$ cat src/rtl/uart_tx_pkg.sv
package uart_tx_pkg;

  localparam int CHAR_W = 8;

  typedef enum logic [2:0] {
    SEL_MARK,
    SEL_START,
    SEL_DATA,
    SEL_PARITY,
    SEL_BREAK
  } txSel_e;

  typedef enum logic [2:0] {
    ST_IDLE,
    ST_START,
    ST_DATA,
    ST_PARITY,
    ST_STOP
  } txState_e;

  typedef struct packed {
    logic   load;
    logic   shift;
    txSel_e sel;
  } txStrobe_t;

endpackage

$ cat src/rtl/uart_tx_queue.sv
module uart_tx_queue #(
  parameter int DATA_W = 8,
  parameter int DEPTH  = 8
) (
  input  logic              clk,
  input  logic              rst_n,
  input  logic              fifoEn,
  input  logic              push,
  input  logic [DATA_W-1:0] pushData,
  input  logic              pop,
  output logic [DATA_W-1:0] popData,
  output logic              empty,
  output logic              full
);
  localparam int AW = $clog2(DEPTH);
  localparam int CW = AW + 1;
  localparam logic [CW-1:0] CAP = CW'(DEPTH);

  logic [DATA_W-1:0] mem [DEPTH];
  logic [AW-1:0]     wrPtr, rdPtr;
  logic [CW-1:0]     count;
  logic              doPush, doPop;

  assign empty   = (count == '0);
  assign full    = fifoEn ? (count == CAP) : !empty;
  assign doPush  = push && !full;
  assign doPop   = pop && !empty;
  assign popData = mem[rdPtr];

  always_ff @(posedge clk) begin
    if (doPush) mem[wrPtr] <= pushData;
  end

  always_ff @(posedge clk or negedge rst_n) begin
    if (!rst_n) begin
      wrPtr <= '0;
      rdPtr <= '0;
      count <= '0;
    end else begin
      if (doPush) wrPtr <= wrPtr + AW'(1);
      if (doPop)  rdPtr <= rdPtr + AW'(1);
      case ({doPush, doPop})
        2'b10:   count <= count + CW'(1);
        2'b01:   count <= count - CW'(1);
        default: count <= count;
      endcase
    end
  end

  // occupancy never exceeds the configured depth
  p_no_overflow_r11: assert property (@(posedge clk) disable iff (!rst_n)
    count <= CAP);

  // a push into a full queue leaves the occupancy unchanged
  p_drop_full_r10: assert property (@(posedge clk) disable iff (!rst_n)
    (full && push && !pop) |=> $stable(count));

endmodule

$ cat src/rtl/uart_tx_ctrl.sv
module uart_tx_ctrl
  import uart_tx_pkg::*;
#(
  parameter int TICKS_PER_BIT = 16
) (
  input  logic      clk,
  input  logic      rst_n,
  input  logic      baudTick,
  input  logic      uartEn,
  input  logic      txEn,
  input  logic      ctsEnable,
  input  logic      ctsActive,
  input  logic      sendBreak,
  input  logic      qEmpty,
  input  logic [1:0] wordLen,
  input  logic      parityEn,
  input  logic      twoStop,
  output txStrobe_t strobe,
  output logic      frameActive
);
  localparam int TW = $clog2(TICKS_PER_BIT);
  localparam logic [TW-1:0] LAST_TICK = TW'(TICKS_PER_BIT - 1);

  txState_e    stateQ;
  logic [TW-1:0] tickCnt;
  logic [2:0]  bitCnt;
  logic        stopCnt;
  logic [1:0]  wordLenQ;
  logic        parEnQ, twoStopQ;
  logic        canStart, bitDone, lastData;

  assign canStart = (stateQ == ST_IDLE) && !qEmpty && uartEn && txEn
                    && (!ctsEnable || ctsActive) && !sendBreak;
  assign bitDone  = baudTick && (stateQ != ST_IDLE) && (tickCnt == LAST_TICK);
  assign lastData = (bitCnt == ({1'b0, wordLenQ} + 3'd4));
  assign frameActive = (stateQ != ST_IDLE);

  always_ff @(posedge clk or negedge rst_n) begin
    if (!rst_n) begin
      stateQ   <= ST_IDLE;
      tickCnt  <= '0;
      bitCnt   <= '0;
      stopCnt  <= 1'b0;
      wordLenQ <= 2'b00;
      parEnQ   <= 1'b0;
      twoStopQ <= 1'b0;
    end else if (canStart) begin
      stateQ   <= ST_START;
      tickCnt  <= '0;
      wordLenQ <= wordLen;
      parEnQ   <= parityEn;
      twoStopQ <= twoStop;
    end else if (stateQ != ST_IDLE && baudTick) begin
      tickCnt <= bitDone ? '0 : tickCnt + TW'(1);
      if (bitDone) begin
        case (stateQ)
          ST_START: begin
            stateQ <= ST_DATA;
            bitCnt <= '0;
          end
          ST_DATA: begin
            if (lastData) begin
              stopCnt <= 1'b0;
              stateQ  <= parEnQ ? ST_PARITY : ST_STOP;
            end else begin
              bitCnt <= bitCnt + 3'd1;
            end
          end
          ST_PARITY: begin
            stateQ  <= ST_STOP;
            stopCnt <= 1'b0;
          end
          ST_STOP: begin
            if (twoStopQ && !stopCnt) stopCnt <= 1'b1;
            else                      stateQ  <= ST_IDLE;
          end
          default: stateQ <= ST_IDLE;
        endcase
      end
    end
  end

  always_comb begin
    strobe.load  = canStart;
    strobe.shift = (stateQ == ST_DATA) && bitDone && !lastData;
    case (stateQ)
      ST_START:  strobe.sel = SEL_START;
      ST_DATA:   strobe.sel = SEL_DATA;
      ST_PARITY: strobe.sel = SEL_PARITY;
      ST_STOP:   strobe.sel = SEL_MARK;
      default:   strobe.sel = sendBreak ? SEL_BREAK : SEL_MARK;
    endcase
  end

  // with flow control on and the far end not ready, no character starts
  p_cts_gate_r9: assert property (@(posedge clk) disable iff (!rst_n)
    (stateQ == ST_IDLE && ctsEnable && !ctsActive) |=> (stateQ == ST_IDLE));

  // the first of two stop bits is followed by a second
  p_two_stop_r5: assert property (@(posedge clk) disable iff (!rst_n)
    (stateQ == ST_STOP && bitDone && twoStopQ && !stopCnt) |=> (stateQ == ST_STOP));

  // dropping an enable mid-character never cuts the frame short
  p_graceful_r7: assert property (@(posedge clk) disable iff (!rst_n)
    (stateQ == ST_DATA && !(uartEn && txEn)) |=> (stateQ != ST_IDLE));

  // bit timing advances only on baud ticks
  p_tick_hold_r12: assert property (@(posedge clk) disable iff (!rst_n)
    (stateQ != ST_IDLE && !baudTick) |=> $stable(tickCnt));

endmodule

$ cat src/rtl/uart_tx_datapath.sv
module uart_tx_datapath
  import uart_tx_pkg::*;
(
  input  logic              clk,
  input  logic              rst_n,
  input  txStrobe_t         strobe,
  input  logic [CHAR_W-1:0] loadData,
  input  logic [1:0]        wordLen,
  input  logic              evenSel,
  input  logic              stickPar,
  output logic              txLine
);
  logic [CHAR_W-1:0] shiftQ;
  logic              parQ;
  logic [CHAR_W-1:0] lenMask;
  logic              dataXor, parNext;

  assign lenMask = 8'hFF >> (2'd3 - wordLen);
  assign dataXor = ^(loadData & lenMask);
  assign parNext = stickPar ? !evenSel : (evenSel ? dataXor : !dataXor);

  always_ff @(posedge clk or negedge rst_n) begin
    if (!rst_n) begin
      shiftQ <= '0;
      parQ   <= 1'b0;
    end else if (strobe.load) begin
      shiftQ <= loadData;
      parQ   <= parNext;
    end else if (strobe.shift) begin
      shiftQ <= {1'b0, shiftQ[CHAR_W-1:1]};
    end
  end

  always_comb begin
    case (strobe.sel)
      SEL_START:  txLine = 1'b0;
      SEL_DATA:   txLine = shiftQ[0];
      SEL_PARITY: txLine = parQ;
      SEL_BREAK:  txLine = 1'b0;
      default:    txLine = 1'b1;
    endcase
  end

endmodule

$ cat src/rtl/uart_tx_framer.sv
module uart_tx_framer
  import uart_tx_pkg::*;
#(
  parameter int DEPTH         = 8,
  parameter int TICKS_PER_BIT = 16
) (
  input  logic       clk,
  input  logic       rst_n,
  input  logic       baudTick,
  input  logic       wrValid,
  input  logic [7:0] wrData,
  input  logic       uartEn,
  input  logic       txEn,
  input  logic       fifoEn,
  input  logic [1:0] wordLen,
  input  logic       parityEn,
  input  logic       evenSel,
  input  logic       stickPar,
  input  logic       twoStop,
  input  logic       sendBreak,
  input  logic       ctsEnable,
  input  logic       ctsActive,
  output logic       txLine,
  output logic       busy,
  output logic       txEmpty,
  output logic       txFull
);
  txStrobe_t         strobe;
  logic              frameActive;
  logic              qEmpty, qFull;
  logic [CHAR_W-1:0] headData;

  uart_tx_queue #(.DATA_W(CHAR_W), .DEPTH(DEPTH)) uQueue (
    .clk(clk), .rst_n(rst_n), .fifoEn(fifoEn),
    .push(wrValid), .pushData(wrData), .pop(strobe.load),
    .popData(headData), .empty(qEmpty), .full(qFull)
  );

  uart_tx_ctrl #(.TICKS_PER_BIT(TICKS_PER_BIT)) uCtrl (
    .clk(clk), .rst_n(rst_n), .baudTick(baudTick),
    .uartEn(uartEn), .txEn(txEn), .ctsEnable(ctsEnable), .ctsActive(ctsActive),
    .sendBreak(sendBreak), .qEmpty(qEmpty), .wordLen(wordLen),
    .parityEn(parityEn), .twoStop(twoStop),
    .strobe(strobe), .frameActive(frameActive)
  );

  uart_tx_datapath uPath (
    .clk(clk), .rst_n(rst_n), .strobe(strobe), .loadData(headData),
    .wordLen(wordLen), .evenSel(evenSel), .stickPar(stickPar),
    .txLine(txLine)
  );

  assign busy    = !qEmpty || frameActive;
  assign txEmpty = qEmpty;
  assign txFull  = qFull;

  // outside a frame the line is only low under a break request
  p_break_level_r6: assert property (@(posedge clk) disable iff (!rst_n)
    (!txLine && !frameActive) |-> sendBreak);

  // busy falls only after the line has been high for the stop bit
  p_busy_end_r8: assert property (@(posedge clk) disable iff (!rst_n)
    $fell(busy) |-> $past(txLine));

  // the queue is never reported empty and full at once
  p_flags_excl_r10: assert property (@(posedge clk) disable iff (!rst_n)
    !(txEmpty && txFull));

endmodule

$ cat config.mk
export PLATFORM = sky130hd
export DESIGN_NAME = uart_tx_framer
export DESIGN_NICKNAME = d
export VERILOG_FILES = /design/src/rtl/uart_tx_pkg.sv /design/src/rtl/uart_tx_queue.sv /design/src/rtl/uart_tx_ctrl.sv /design/src/rtl/uart_tx_datapath.sv /design/src/rtl/uart_tx_framer.sv
export SDC_FILE = /design/constraint.sdc
export NUM_CORES = 1
export LEC_CHECK = 0
export BUFFER_PORTS_ARGS = -buffer_cell sky130_fd_sc_hd__buf_2
export CORE_MARGIN = 3
export CORE_UTILIZATION = 65
export DETAILED_ROUTE_END_ITERATION = 10
export PLACE_DENSITY_LB_ADDON = 0.05
export SLEW_MARGIN = 20
export SYNTH_ARGS = -nofsm -noshare
export SYNTH_HDL_FRONTEND = slang
export SYNTH_SLANG_ARGS = --single-unit
$ cat constraint.sdc
create_clock -name clk -period 4.3 [get_ports clk]
set_input_delay 0.43 -clock clk [delete_from_list [all_inputs] [get_ports clk]]
set_output_delay 0.43 -clock clk [all_outputs]
set_load 0.005 [all_outputs]
# Word level (Yosys, flattened, before mapping)
# Memories as Yosys holds them, arrays and structs flattened.
# Index checks and enable logic that the tools add are counted.
# word_totals
register_bits	34
latchBits	0
mem_bits_rw	64
rom_bits	0
in_bits	24
out_inout_bits	4
wordCells	104
mem_count	1
# memory_table
name	words	width	read_ports	rd_clocked_by_memory_dff	write_ports	line_no	rtl
uQueue.mem	8	8	1	0	1	uart_tx_queue.sv:19	logic [DATA_W-1:0] mem [DEPTH];
# classes
addsub	8
mul	0
div	0
magnitude_cmp	0
eq_ne	18
n_shift	1
mux	26
bitwise_logic	2
reduce_logical	36
# op_table
cell	n
two-way mux 3 bit	8
case mux 3 bit (4 select lines)	2
two-way mux 8 bit	2
== test 3 x 2 -> 1 bit, second input constant	4
logical AND 1 bit	12
two-way mux 4 bit	3
nonzero test 2 bit	5
adder 3 x 1 -> 3 bit, second input constant	3
adder 4 x 1 -> 4 bit, second input constant	2
AND 8 bit	1
== test 4 bit, second input constant	2
zero test 1 bit	8
case mux 4 bit (2 select lines)	1
parity 8 bit	1
right shift 8 x 2 -> 8 bit, first input constant	1
two-way mux 1 bit	7
== test 3 x 1 -> 1 bit, second input constant	2
== test 3 bit, second input constant	2
case mux 1 bit (3 select lines)	2
case mux 3 bit (2 select lines)	1
AND reduction 6 bit	1
nonzero test 3 bit	2
AND reduction 5 bit	1
zero test 4 bit	1
other kinds (15)	17

# Depth between registers and ports, before layout
# Gate-level depths: netlist of the first run.
# depth
depth_word	10
ltp_mapped	14
ltp_nobuf	11

# By module
# From an unflattened synthesis of the first run, not the netlist that was laid out.
# unflattened
hier_cells	294
hier_area_um2	4548.1
# by_module_without_submodules
mod	n_inst	cells_per_inst	area_per_inst_um2	seq_area_each_um2
uart_tx_queue	1	151	3101.7	2172.1
uart_tx_ctrl	1	76	817.0	375.4
uart_tx_datapath	1	66	623.1	225.2
uart_tx_framer	1	1	6.3	0.0

# Worst setup path after synthesis of the first run
# No wires, ideal clock.
# synth_timing
path_kind	reg-to-reg
from	register uCtrl.stateQ[2]
to	register uQueue.count[2]
setup_time_ps	125
arrival_ps	2841
t_required_ps	4175
path_slack_ps	1334
stages_incl_launch_ff	15
path_buffers	3
synth_period_minus_slack_ps	2966
path_cell_list	dfrtp_1 -> clkbuf_1 -> nor3_1 -> o2111ai_1 -> or3_1 -> clkbuf_1 -> inv_1 -> buf_1 -> ha_1 -> xor2_1 -> ha_1 -> a21oi_1 -> xor2_1 -> nor2_1 -> xor2_1
# synth_via
elab_chain_cells	9
word_cells_on_any_way	11
classes_between	eq/ne (2); mux (1); reduce/logical (8)
# synth_lines
element	line_no	rtl
from (decl)	uart_tx_ctrl.sv:24	txState_e stateQ;
from (signal assigned)	uart_tx_ctrl.sv:64	stateQ <= parEnQ ? ST_PARITY : ST_STOP;
zero test 3 bit (*)	uart_tx_ctrl.sv:32	assign canStart = (stateQ == ST_IDLE) && !qEmpty && uartEn && txEn
logical AND 1 bit (*) (3 in a row)	uart_tx_ctrl.sv:32	
logical AND 1 bit (*) (2 in a row)	uart_tx_ctrl.sv:33	&& (!ctsEnable || ctsActive) && !sendBreak;
logical AND 1 bit (*)	uart_tx_queue.sv:27	assign doPop = pop && !empty;
named net uQueue.doPop	uart_tx_queue.sv:22	logic doPush, doPop;
== test 2 x 1 -> 1 bit / == test 2 bit (equally long branches)	uart_tx_queue.sv:42	case ({doPush, doPop})
case mux 4 bit (2 select lines) / nonzero test 2 bit (equally long branches)	--	
to (signal assigned)	uart_tx_queue.sv:43	2'b10: count <= count + CW'(1);
to (signal assigned)	uart_tx_queue.sv:44	2'b01: count <= count - CW'(1);
to (signal assigned)	uart_tx_queue.sv:45	default: count <= count;
to (decl)	uart_tx_queue.sv:21	logic [CW-1:0] count;
# The timed path passes the listed nets; every way through them passes the cells marked *.
# A chain may end at the register's enable or synchronous reset.

# Final worst setup path of the first run
# layout_timing
from	register uQueue.rdPtr[0]
to	register uPath.parQ
# layout_via
elab_chain_cells	6
# layout_lines
element	line_no	rtl
from (decl)	uart_tx_queue.sv:20	logic [AW-1:0] wrPtr, rdPtr;
from (signal assigned)	uart_tx_queue.sv:41	if (doPop) rdPtr <= rdPtr + AW'(1);
memory read (8 x 8 bit) (*)	--	
AND 8 bit (*)	uart_tx_datapath.sv:19	assign dataXor = ^(loadData & lenMask);
parity 8 bit (*)	uart_tx_datapath.sv:19	
zero test 1 bit	uart_tx_datapath.sv:20	assign parNext = stickPar ? !evenSel : (evenSel ? dataXor : !dataXor);
two-way mux 1 bit (*) (2 in a row)	uart_tx_datapath.sv:20	
to (signal assigned)	uart_tx_datapath.sv:28	parQ <= parNext;
to (decl)	uart_tx_datapath.sv:14	logic parQ;
# Every way passes the cells marked *; elsewhere a longest branch is shown, timed or not.

==> impl_results.md, run 1 <==
- Status: completed
- Worst r2r dst: uPath.parQ
- Core area: 6422 µm²
- Commonest non-fill, non-tap cell in the layout: edfxtp_1
- Seq/Total Area, Yosys: 63.37%
- Initial antenna violation count: 0
- FF+latch count, synth: 98
- Routed vias/inst: about 6.0
- Post-synth top flop: edfxtp_1
- Netlist cell types: 44
- Die W: 88.05 µm
- Mapped cell area: 4375 µm²
- Routed len/inst: 18.03 µm
- GR peak layer: met1
- Initial Utilization: 68.13%
- Fin crit share: between 70 and 80%
- Slew @ Worst Pin: 1.003 ns
- WL final: 7643 µm
- Clock-pin slew on the worst setup and hold paths: 0.09 ns
- Worst skew pair latency: ~0.36 ns
- CP required: ~4.5 ns
- Placed instance area: between 4000 and 5000 µm²
- GR Layer Usage met2: 33.08%
- Clock Tree Root: clkbuf_8
- LEAKAGE: roughly 1.8 nW
- TritonCTS clock tree: done
- PostCTS Resize Cnt: 0
- Slew margin rel.: 32.87%
- Critical path class: reg2reg
- Worst reg-to-reg setup slack: 1.23 ns
- Crit-path cells: buf_4 > mux4_2 > mux2i_4 > o21ai_1 > a32o_1 > o2111a_1 > a2111oi_0 > nand2_1
- First-pass iteration count of the detailed router: 4
- Vias in the first global route: 2496
- Area Growth Syn to Fin: 8.950%
- Fmax: 325.6 MHz
- Max Slew Vio Count: 0
- Cts bufs inserted: 9
- Die H: 88.05 µm
- Worst reg2reg path startpoint: uQueue.rdPtr[0]
- Max H-tree Level: 3
- Routing usage on met1: 33.09%
- Hold/Removal Path Class: in2async
- GPL Wtd Cong: roughly 0.85
- Ports: 28
- Crit-path leading delay family: compound AO/OA/AOI/OAI gates
- Highest-delay cell along the critical path: dfrtp_1
- Mean Syn Cell Area: between 10 and 15 µm²
- RSZ-0062 raised after global routing: false
- PD cells: 449.6 nW/µm²
- Arr. time, crit path: 3.30 ns
- Die ar.: roughly 7800 µm²
- Largest area contributor in the netlist: edfxtp_1
- Layout Nets: 373
- Final Hold Vio Count: 0
- Worst path max stage delay: 0.60 ns
- FFs w/ async S/R, synth: 34.69%
- Most frequent cells in the layout: 64 x edfxtp_1, 44 x nand2_1, 34 x dfrtp_1
- Crit start category: flip-flop
- Max FO, Critical Path: 12
- Fin Setup TNS: 0 ns
- CP endpoint kind: flip-flop
- Post-route DRC: 0
- Final setup vio count: 0
- Port bufs: 27
- # rows: 29
- Grt ovf: 0
- Cts-stage hold buffer count: 0
- Syn. warnings: 0
- DP HPWL: 5249 µm
- Share of cells above drive strength 1: 20.46%
- Max_cap viols: 0
- First DRT Iteration DRCs: ~180
- Routed Antenna Nets: 0
- Area contributors post-synth: edfxtp_1 44%, dfrtp_1 19%, mux4_2 8.2%, nand2_1 3.8%, mux2i_1 2.1%
- Post-synth net total: 344
- Reg2Reg Depth: 8
- Final Cell Area: 4767 µm²
- Clk sinks: roughly 100
- Bufs and invs on worst path: 1
- Worst VDD drop: 0.0003532 V
- Setup Skew: 0.01404 ns
- Hold_ws: between 0.1 and 0.15 ns
- Share of the synthesized area in the top cell type: 43.92%
- Largest net degree at the start of global routing: 35
- Post-CTS Setup Bufs: 0
- GRT Overall Usage: 21.95%
- Met3 Use GR: 3.951%
- Mapped Cells: 313
- Via Count: 2536
- CTS max path bufs: 2
- Post-synth EDFFs: 64
- Period minus WS final: roughly 3.1 ns
- First-pass GRT wire length: 12480 µm
- Antenna Cells: 0
cell usage after synthesis (all sizes together), types with 3 or more instances:
cell type	number
xnor2	9
mux2i	11
inv	6
nor3	5
a31oi	3
nand3b	3
o21ai	17
clkbuf	9
nand2b	5
o31ai	4
or3	3
mux2	4
nor2b	4
nor4	3
buf	5
nor2	19
ha	7
nand2	44
edfxtp	64
xor2	6
dfrtp	34
mux4	16
a21oi	11
flip-flops by register name, summed over array words and instances, names as in the netlist, 3 cells and up:
register	cells
uQueue.mem	64
uPath.shiftQ	8
uCtrl.tickCnt	4
uQueue.count	4
uCtrl.bitCnt	3
uCtrl.stateQ	3
uQueue.rdPtr	3
uQueue.wrPtr	3
power by group:
part	leakage (nW)	internal [W]	total (W)	switching (W)
sequential	1.02	0.00113	0.00122	0.0000915
combinational	0.664	0.000153	0.000340	0.000186
clock	0.0901	0.000273	0.000587	0.000314
logic make-up after synthesis:
kind of cell	after synthesis	share of synthesized area, %
AO/OA/AOI/OAI	45	6.349
XOR/XNOR	16	3.517
adder cells (fa/ha/maj)	7	2.002
buffers and inverters	20	2.144
flip-flops	98	63.37
multiplexers	31	12.35
AND/OR/NAND/NOR	96	10.27
cell type report:
type	instances	area [µm²]
clock inverter	5	62.56
sequential	98	2773
multi-input combinational	195	1509
timing repair buffer	32	172.7
inverter	6	22.52
tap	77	96.34
fill	417	1655
clock buffer	11	131.4
how the worst max path moves through the flow:
stage / end / cells after the start / startpoint
final: uPath.parQ / 8 / uQueue.rdPtr[0]
after global routing: uPath.parQ / 8 / uQueue.rdPtr[0]
after CTS: uPath.parQ / 8 / uQueue.rdPtr[0]
after detailed placement: uPath.parQ / 8 / uQueue.rdPtr[0]
after global placement: uPath.parQ / 8 / uQueue.rdPtr[0]
after floorplan: uQueue.count[2] / 14 / uCtrl.stateQ[2]
routing by layer:
| layer | wire, µm | share of wire, % |
|---|---|---|
| met5 | 0 | 0 |
| met4 | 96 | 1.3 |
| met3 | 377 | 4.9 |
| met2 | 3564 | 47 |
| met1 | 3605 | 47 |
per-stage QoR:
stage | setup WS (ns) | total power, W | std cells | util (%)
after floorplan | 1.334 | 0.001466 | 313 | -
after global placement | 1.408 | 0.001561 | 408 | 71.21
after detailed placement | 1.272 | 0.001581 | 408 | 71.21
after CTS | 1.188 | 0.002156 | 424 | 74.23
after global routing | 0.9694 | 0.002262 | 424 | 74.23
final | 1.229 | 0.002143 | 424 | 74.23
No activity file was read; power rests on OpenSTA's default activity.
==> inputs of run 2 (changes only) <==
--- a/config.mk
+++ b/config.mk
@@ -7,7 +7,7 @@
 export LEC_CHECK = 0
 export BUFFER_PORTS_ARGS = -buffer_cell sky130_fd_sc_hd__buf_2
 export CORE_MARGIN = 3
-export CORE_UTILIZATION = 65
+export CORE_UTILIZATION = 54
 export DETAILED_ROUTE_END_ITERATION = 10
 export PLACE_DENSITY_LB_ADDON = 0.05
 export SLEW_MARGIN = 20
==> constraint.sdc (replaced) <==
create_clock -name clk -period 2.62 [get_ports clk]
set_input_delay 0.262 -clock clk [delete_from_list [all_inputs] [get_ports clk]]
set_output_delay 0.262 -clock clk [all_outputs]
set_load 0.005 [all_outputs]
==> impl_results.md, run 2 (synthesized netlist as in run 1, its figures left out) <==
- TritonCTS clock tree: done
- Arr. time, crit path: 2.83 ns
- GR peak layer: met2
- # rows: 32
- Final setup vio count: 0
- Max Slew Vio Count: 0
- Layout Nets: 397
- Sw Ratio: 29.54%
- Status: completed
- Fin Setup TNS: 0 ns
- Fmax: 385.6 MHz
- Combinational share of power: 19.1%
- GR Layer Usage met2: 31.51%
- Hold_ws: around 0.080 ns
- Number of fill cells: 603
- CP endpoint kind: flip-flop
- Share of cells above drive strength 1: 28.03%
- First-pass GRT wire length: between 10000 and 15000 µm
- Final Hold Vio Count: 0
- Vias in the first global route: about 2700
- Top reg by flops: uQueue.mem
- Routed vias/inst: 5.592
- DP HPWL: 5777 µm
- Slew @ Worst Pin: 0.8078 ns
- Clock network fraction of total power: 26.0%
- Largest registers: uQueue.mem (64), uPath.shiftQ (8)
- Routed Antenna Nets: 0
- Max H-tree Level: 3
- Post-route DRC: 0
- Hold/Removal Path Class: in2reg
- Crit start category: flip-flop
- Final WS setup: 0.02652 ns
- Largest register FFs: 64
- Slew margin rel.: 46.14%
- Multi-input combinational cell area: roughly 1600 µm²
- Die H: 96.02 µm
- Critical path class: reg2reg
- Sequential Power Share: 54.9%
- GPL Wtd Cong: 0.7822
- First-pass iteration count of the detailed router: 4
- Clock Tree Root: clkbuf_8
- Routing usage on met1: 28.82%
- Antenna Cells: 0
- Clock-pin slew on the worst setup and hold paths: 0.10 ns
- Die W: 96.02 µm
- PD cells: 715.7 nW/µm²
- Via Count: 2645
- Initial antenna violation count: 0
- Port bufs: 27
- Die ar.: 9219 µm²
- Int Pwr: 0.002548 W
- Max FO, Critical Path: 4
- WL final: 8276 µm
- Switching power: 0.001068 W
- Ports: 28
- Grt ovf: 0
- Period minus WS final: ~2.6 ns
- First DRT Iteration DRCs: 127
- Initial Utilization: 56.04%
- RSZ-0062 raised after global routing: true
- Met3 Use GR: approximately 3.4%
- LEAKAGE: 1.930 nW
- Max_cap viols: 0
- Power, Total: 0.003617 W
- Clk sinks: 98
- CP required: 2.86 ns
- Pre-CTS WS: -0.09658 ns
- Reg area: 2773 µm²
- CTS max path bufs: 2
- Fin crit share: 98.99%
- Cts bufs inserted: 9
- Worst skew pair latency: roughly 0.36 ns
- Core area: 7807 µm²
- Routed len/inst: 17.50 µm
- Commonest non-fill, non-tap cell in the layout: edfxtp_1
- GRT Overall Usage: 20.17%
- Area Growth Syn to Fin: 15.50%
- Most frequent cells in the layout: 64 x edfxtp_1, 44 x nand2_1, 34 x dfrtp_1
- Finished Core Util: between 60% and 70%
- Setup Skew: 0.01196 ns
- Worst VDD drop: 0.0004729 V
- Largest net degree at the start of global routing: 35
-- run 2: cell types whose count changed in the layout (fill, tap and decap cells not counted), sizes merged --
cell / previous run / this run
buf: 32 / 55
inv: 7 / 10
clkbuf: 11 / 9
clkinv: 1 / 3
clkinvlp: 2 / 0
bufinv: 1 / 0
dlygate4sd3: 0 / 1
-- run 2: area by class of cell --
cell class / count / area share [%]
sequential: 98 / 54.87
multi-input combinational: 195 / 31.15
timing repair buffer: 56 / 7.106
tap: 102 / 2.525
clock buffer: 9 / 2.451
clock inverter: 7 / 1.461
inverter: 6 / 0.4457
-- run 2: path summary, 6_finish.rpt --
kind,start,endpoint,slack [ns],depth (start not counted)
setup / recovery,uQueue.rdPtr[0],uPath.parQ,0.03,9
setup reg to reg,uQueue.rdPtr[0],uPath.parQ,0.03,9
hold reg to reg,uCtrl.parEnQ,uCtrl.parEnQ,0.48,2
hold / removal,parityEn,uCtrl.parEnQ,0.08,3
max in group asynchronous,rst_n,uQueue.wrPtr[2],1.59,2
min in group asynchronous,rst_n,uCtrl.bitCnt[0],0.52,2
-- run 2: critical path, stage by stage (launching register included) --
cell and delay [ns]:
dfrtp_1 0.42, buf_6 0.15, mux4_2 0.50, mux2_2 0.28, xnor3_1 0.39, xnor2_2 0.17, buf_4 0.16, o2111a_1 0.11
a2111oi_2 0.20, nand2_1 0.08
-- run 2: metal layers --
layer / wire, µm / up-vias
met3: 190 / 12
li1: - / 1274
met1: 4020 / 1327
met5: 0 / -
met4: 128 / 0
met2: 3937 / 32
-- run 2: through the flow --
step	instance area, µm²	cells
6_report	5054	473
5_1_grt	5054	473
4_1_cts	5052	473
3_5_place_dp	4802	455
3_3_place_gp	4802	455
2_1_floorplan	4412	313
-- run 2: power by group through the flow --
stage                     sequential [W]  clock, W  combinational (W)
after floorplan                  0.00199         0           0.000444
after global placement           0.00202         0           0.000641
after detailed placement         0.00202         0           0.000664
after CTS                        0.00199  0.000965           0.000697
after global routing             0.00201   0.00103           0.000784
final                            0.00199  0.000941           0.000690
-- run 2: repair_timing --
action | 4_1_cts | 5_1_grt
endpoints found under the hold margin | 12 | 0
endpoints found under the setup margin | 1 | 1
resized for setup | 8 | 1
hold buffers | 1 | 0
buffers inserted | 1 | 0
pin swaps | 4 | 1
